--- src/rtl/vm_pkg.sv ---
package vm_pkg;

  typedef enum logic [1:0] {
    MAP_BOOT  = 2'b00,
    MAP_FLASH = 2'b01,
    MAP_RAM   = 2'b10,
    MAP_RSVD  = 2'b11
  } map_mode_e;

  typedef enum logic [2:0] {
    SEL_NONE  = 3'd0,
    SEL_FLASH = 3'd1,
    SEL_SRAM  = 3'd2,
    SEL_BOOT  = 3'd3,
    SEL_PERA  = 3'd4,
    SEL_PERB  = 3'd5
  } slave_e;

  localparam logic [31:0] FLASH_BASE = 32'h0000_0000;
  localparam logic [31:0] SRAM_BASE  = 32'h4000_0000;
  localparam logic [31:0] BOOT_BASE  = 32'h7FFF_E000;
  localparam logic [31:0] PERA_BASE  = 32'hE000_0000;
  localparam logic [31:0] PERB_BASE  = 32'hFFE0_0000;
  localparam logic [32:0] BOOT_BYTES = 33'd8192;
  localparam logic [32:0] PER_BYTES  = 33'h20_0000;
  localparam int          WIN_BITS   = 6;

  // true when base <= a < base + bytes, computed without wrap
  function automatic logic in_span(input logic [31:0] a,
                                   input logic [31:0] base,
                                   input logic [32:0] bytes);
    logic [32:0] ax, bx;
    ax = {1'b0, a};
    bx = {1'b0, base};
    return (ax >= bx) && (ax < bx + bytes);
  endfunction

  // 16 KB slot index inside a 2 MB peripheral space
  function automatic logic [6:0] slot_of(input logic [31:0] a);
    return a[20:14];
  endfunction

  // address the window resolves to under a given mode
  function automatic logic [31:0] win_target(input map_mode_e m,
                                             input logic [31:0] a);
    logic [31:0] off;
    off = {{(32-WIN_BITS){1'b0}}, a[WIN_BITS-1:0]};
    case (m)
      MAP_BOOT: return BOOT_BASE | off;
      MAP_RAM:  return SRAM_BASE | off;
      default:  return a;
    endcase
  endfunction

endpackage

--- src/rtl/vm_mode_reg.sv ---
module vm_mode_reg
  import vm_pkg::*;
(
  input  logic      clk,
  input  logic      rst_n,
  input  logic      we,
  input  logic [1:0] wdata,
  output map_mode_e mode
);

  logic wr_take;
  assign wr_take = we && (wdata != MAP_RSVD);

  always_ff @(posedge clk or negedge rst_n) begin
    if (!rst_n)       mode <= MAP_BOOT;
    else if (wr_take) mode <= map_mode_e'(wdata);
  end

  p_rsvd_ignored_r5: assert property (@(posedge clk) disable iff (!rst_n)
    (we && wdata == MAP_RSVD) |=> $stable(mode));

  p_mode_legal_r5: assert property (@(posedge clk) disable iff (!rst_n)
    mode != MAP_RSVD);

endmodule

--- src/rtl/vm_window_xlat.sv ---
module vm_window_xlat
  import vm_pkg::*;
(
  input  map_mode_e   mode,
  input  logic [31:0] addr_i,
  output logic        remap_act,
  output logic [31:0] xlat_addr
);

  logic in_win;

  always_comb begin
    in_win    = (addr_i[31:WIN_BITS] == '0);
    remap_act = in_win && (mode == MAP_BOOT || mode == MAP_RAM);
    xlat_addr = in_win ? win_target(mode, addr_i) : addr_i;
  end

endmodule

--- src/rtl/vm_region_dec.sv ---
module vm_region_dec
  import vm_pkg::*;
#(
  parameter int           SRAM_KB   = 16,
  parameter int           FLASH_KB  = 128,
  parameter logic [127:0] PERA_MAP  = 128'h0,
  parameter logic [127:0] PERB_MAP  = 128'h0
) (
  input  logic [31:0] addr,
  input  logic        fetch,
  output slave_e      sel,
  output logic        pabort,
  output logic        dabort
);

  localparam logic [32:0] SRAM_BYTES  = 33'(SRAM_KB)  * 33'd1024;
  localparam logic [32:0] FLASH_BYTES = 33'(FLASH_KB) * 33'd1024;

  logic hit_flash, hit_sram, hit_boot, hit_pera, hit_perb;
  logic slot_ok, bad_region;
  logic [6:0] slot;

  always_comb begin
    slot      = slot_of(addr);
    hit_flash = in_span(addr, FLASH_BASE, FLASH_BYTES);
    hit_sram  = in_span(addr, SRAM_BASE, SRAM_BYTES);
    hit_boot  = in_span(addr, BOOT_BASE, BOOT_BYTES);
    hit_pera  = in_span(addr, PERA_BASE, PER_BYTES);
    hit_perb  = in_span(addr, PERB_BASE, PER_BYTES);
    slot_ok   = (hit_pera && PERA_MAP[slot]) || (hit_perb && PERB_MAP[slot]);
    bad_region = !(hit_flash || hit_sram || hit_boot || slot_ok);

    sel    = SEL_NONE;
    pabort = 1'b0;
    dabort = 1'b0;
    if (bad_region) begin
      pabort = fetch;
      dabort = !fetch;
    end else if (slot_ok && fetch) begin
      pabort = 1'b1;
    end else if (hit_flash) sel = SEL_FLASH;
    else if (hit_sram)      sel = SEL_SRAM;
    else if (hit_boot)      sel = SEL_BOOT;
    else if (hit_pera)      sel = SEL_PERA;
    else                    sel = SEL_PERB;
  end

endmodule

--- src/rtl/vecmap_decoder.sv ---
module vecmap_decoder
  import vm_pkg::*;
#(
  parameter int           SRAM_KB  = 16,
  parameter int           FLASH_KB = 128,
  parameter logic [127:0] PERA_MAP = (128'h1 << 127) | (128'h1 << 23) | 128'h0FBF,
  parameter logic [127:0] PERB_MAP = (128'h1 << 127)
) (
  input  logic        clk,
  input  logic        rst_n,
  input  logic        mode_we,
  input  logic [1:0]  mode_wdata,
  input  logic [31:0] addr_i,
  input  logic        fetch_i,
  output logic [2:0]  sel_o,
  output logic [31:0] addr_o,
  output logic        pabort_o,
  output logic        dabort_o
);

  map_mode_e   mode;
  logic        remap_act;
  logic [31:0] xlat_addr;
  slave_e      sel;

  vm_mode_reg u_mode (
    .clk   (clk),
    .rst_n (rst_n),
    .we    (mode_we),
    .wdata (mode_wdata),
    .mode  (mode)
  );

  vm_window_xlat u_win (
    .mode      (mode),
    .addr_i    (addr_i),
    .remap_act (remap_act),
    .xlat_addr (xlat_addr)
  );

  vm_region_dec #(
    .SRAM_KB  (SRAM_KB),
    .FLASH_KB (FLASH_KB),
    .PERA_MAP (PERA_MAP),
    .PERB_MAP (PERB_MAP)
  ) u_dec (
    .addr   (xlat_addr),
    .fetch  (fetch_i),
    .sel    (sel),
    .pabort (pabort_o),
    .dabort (dabort_o)
  );

  assign sel_o  = sel;
  assign addr_o = xlat_addr;

  p_boot_alias_r2: assert property (@(posedge clk) disable iff (!rst_n)
    (remap_act && mode == MAP_BOOT) |-> (sel == SEL_BOOT && !pabort_o && !dabort_o));

  p_ram_alias_r4: assert property (@(posedge clk) disable iff (!rst_n)
    (remap_act && mode == MAP_RAM) |-> (sel == SEL_SRAM && !pabort_o && !dabort_o));

  p_no_remap_passthru_r6: assert property (@(posedge clk) disable iff (!rst_n)
    !remap_act |-> (addr_o == addr_i));

  p_abort_nosel_r8: assert property (@(posedge clk) disable iff (!rst_n)
    (pabort_o || dabort_o) |-> (sel == SEL_NONE));

  p_periph_fetch_r9: assert property (@(posedge clk) disable iff (!rst_n)
    fetch_i |-> (sel != SEL_PERA && sel != SEL_PERB));

  p_abort_excl_r11: assert property (@(posedge clk) disable iff (!rst_n)
    !(pabort_o && dabort_o) && !(dabort_o && fetch_i));

endmodule

--- config.mk ---
export PLATFORM = sky130hd
export DESIGN_NAME = vecmap_decoder
export DESIGN_NICKNAME = d
export VERILOG_FILES = /design/src/rtl/vm_pkg.sv /design/src/rtl/vm_mode_reg.sv /design/src/rtl/vm_window_xlat.sv /design/src/rtl/vm_region_dec.sv /design/src/rtl/vecmap_decoder.sv
export SDC_FILE = /design/constraint.sdc
export NUM_CORES = 1
export LEC_CHECK = 0
export CORE_AREA = 2 2 39 41
export DETAILED_ROUTE_END_ITERATION = 8
export DIE_AREA = 0 0 41 43
export DONT_BUFFER_PORTS = 1
export GPL_ROUTABILITY_DRIVEN = 0
export PLACE_DENSITY = 0.73
export SLEW_MARGIN = 20
export SYNTH_ARGS = -nofsm -noshare
export SYNTH_HDL_FRONTEND = slang
export SYNTH_HIERARCHICAL = 1
export SYNTH_SLANG_ARGS = --single-unit
--- constraint.sdc ---
create_clock -name clk -period 2.6 [get_ports clk]
set_input_delay 0.26 -clock clk [delete_from_list [all_inputs] [get_ports clk]]
set_output_delay 0.26 -clock clk [all_outputs]
set_load 0.01 [all_outputs]
==> results.toml <==
[outcome]
status = "finished, violations left"
violations = "negative setup slack"

[pwr]
leakage_nw = 0.4512
ir_drop_mv = 0.1245
power_density_mw_per_mm2 = 193.4

[setup_path]
r2r_setup_slack_ns = 1.87
cp_data_required_time_ns = 2.34
startpoint_type = "flip-flop"
rr_endpoint = "u_mode/mode[0]$_DFFE_PN0P_"
setup.worst_path.end_class = "output port"
cp.arrival_ns = 2.72
reg2reg_depth = 1
reg2reg_from = "u_mode/mode[0]$_DFFE_PN0P_"
critPathKind = "reg2out"
crit_fanout = 5

[route]
drt-initial-drc-count = 23
drt_wl_total_um = 3136
wl_per_cell_um = 22.40
dr_total_vias = 934
drc = 0
first_pass_iters = 4
vias_per_cell = 6.671
final_antenna_net_count = 0

[sta]
final_hold_viol_count = 0
fin_hold_ws_ns = 0.1937
skew_ns = 0
rsz0062_at_grt = "true"
fin_ws_ns = -0.3830
period_needed_ns = 2.983
fin_crit_sh = 1.147
tns_ns = -1.693
max_freq_ghz = 0.3352
setup_viol = 5
relSlewSlack = 0.8145
tightest_slew_ns = 0.2767
slew_viol_final = 0

[place]
place_area_um2 = 984.7
dp_hpwl_um = 1941
dp.cells = 122
portBuffers = 0

[synthesis]
ys_types = 32
muxShareOfSynthArea = 0
synth.top_cells.by_area = "o21a_1, dfrtp_1, nor4_1, buf_4, nand4_1"
seq_area_frac_synth = 0.08333
ys_warn_count = 6
synth_most_common_cell = "o21a_1"
synth_top_area_cell = "o21a_1"
syn_nets = 126
synthFlopType = "dfrtp_1"
synth-compound-area-share = 0.3854
syn_inst = 88
async_reset_ff_frac = 1.000
synth_top_cell_area_share = 0.2125
avgSynthCellArea_um2 = 6.825
synthAdderAreaFrac = 0
netlist_area_um2 = 600.6
yosys.area_share.simple = 0.3604
synth_top_family_by_area = "compound AO/OA/AOI/OAI gates"
yosys-top-cells-count = "o21a_1, clkbuf_1, nor4_1, buf_4"
synth_xor_area_frac = 0
ys_ff_latch = 2
synth_edf_count = 0

[min_path]
min_to = "u_mode/mode[1]$_DFFE_PN0P_"
hp-start = "mode_wdata[1]"
min_path_type = "in2reg"
min_path_cells = 2

[layout]
reg_top3 = "u_mode/mode (2)"
num_antenna_cells = 0
drive_gt1_frac = 0.7097
top_register = "u_mode/mode"
nets = 164
finalNonFillerCells = 140
largest_register_ffs = 2
final_area_mm2 = 0.001219
area_growth_pct = 102.9

[global_routing]
grt_pass1_vias = 980
grt_pass1_wl_um = 4146
grt_max_degree = 11
grt.overflow.total = 0
grt_use_total = 0.3477
antenna_found_initial = 0

[die]
row_count = 14
die_x_um = 41
die_h_um = 43
pin_count = 75
start_util = 0.4340
dieArea_mm2 = 0.001763
core_region_area_mm2 = 0.001384

[cts]
htreeDepth = 1
cts.sinks = 2
clk_latency_ns = 0.25
cts_root_buffer = "clkbuf_4"
cts_buffers = 3
clkTransAtPathRegs_ns = 0.04
cts_tree = "done"
cts_buffer_depth = 2

[run]
cap_violations = 0
-- critical path: stages (launching register included) --
cell and delay, ns:
dfrtp_1 0.41, nor2_2 0.15, a2111o_1 0.20, buf_4 0.19
o21a_4 0.16, nand4_1 0.13, or4_4 0.54, or4_4 0.51
nor3b_4 0.18
-- power by group --
part / internal [W] / switching (W) / total (W) / leakage [nW]
registers: 0.0000349 / 0.00000411 / 0.0000390 / 0.0240
logic: 0.0000654 / 0.0000515 / 0.000117 / 0.413
clock network: 0.0000517 / 0.0000280 / 0.0000797 / 0.0138
total: 0.000152 / 0.0000837 / 0.000236 / 0.451
-- layout make-up --
cell class / count / area [µm²]
Fill cell: 74 / 165.2
Clock buffer: 3 / 22.52
Sequential cell: 2 / 50.05
Inverter: 3 / 11.26
Tap cell: 16 / 20.02
Multi-Input combinational cell: 67 / 720.7
Timing Repair Buffer: 49 / 394.1
-- per-layer routing --
| layer | GRT usage | part of all wire | wire length [µm] | vias to the layer above |
|---|---|---|---|---|
| met3 | 0.05236 | 0.091 | 285 | 14 |
| li1 | - | - | - | 401 |
| met2 | 0.6156 | 0.55 | 1723 | 78 |
| met1 | 0.3386 | 0.32 | 994 | 441 |
| met4 | 0.2267 | 0.042 | 133 | 0 |
| met5 | 0 | 0 | 0 | - |
-- worst max-delay path by stage --
stage	slack (ns)	cells after the start	from	endpoint
finish	-0.38	8	u_mode/mode[0]$_DFFE_PN0P_	pabort_o
global route	-0.48	11	addr_i[9]	sel_o[0]
CTS	-0.27	10	addr_i[9]	sel_o[0]
detailed placement	-0.32	9	addr_i[9]	pabort_o
global placement	-0.21	9	addr_i[9]	pabort_o
floorplan	-0.17	9	addr_i[6]	pabort_o
-- logic make-up after synthesis --
kind of cell	Yosys count
AND/OR/NAND/NOR	37
AO/OA/AOI/OAI	30
buffers and inverters	19
flip-flops	2
-- stage by stage --
| step | utilization | setup slack (ns) | total power [W] |
|---|---|---|---|
| after global placement | 0.7116 | -0.2069 | 0.0001318 |
| final | 0.8807 | -0.3830 | 0.0002357 |
| after detailed placement | 0.7116 | -0.3190 | 0.0001349 |
| after floorplan | - | -0.1744 | 0.0001138 |
| after CTS | 0.8662 | -0.2673 | 0.0002234 |
| after global routing | 0.8807 | -0.4827 | 0.0002394 |
-- layout by cell type (no fill, tap or decap), types with 2 or more instances in the layout --
master	netlist	routed
a21o_1	2	2
buf_4	6	44
buf_6	1	3
clkbuf_4	0	3
dfrtp_1	2	2
inv_1	3	3
nand2_1	4	4
nand3_1	3	2
nand4_1	5	5
nor2_1	4	2
nor3_2	0	4
nor4_2	0	2
nor4_4	0	6
o21a_1	17	6
o21a_4	0	11
or4_4	1	2
-- timing repair --
item | in CTS | in global routing
buffers inserted | 12 | 1
hold buffers | 1 | 0
resized for setup | 14 | 8
endpoints found under the hold margin | 2 | 0
setup endpoints to repair | 5 | 5
gates cloned | 1 | 1
pin swaps | 10 | 5
Note: power is estimated with default switching activity, not from simulation.
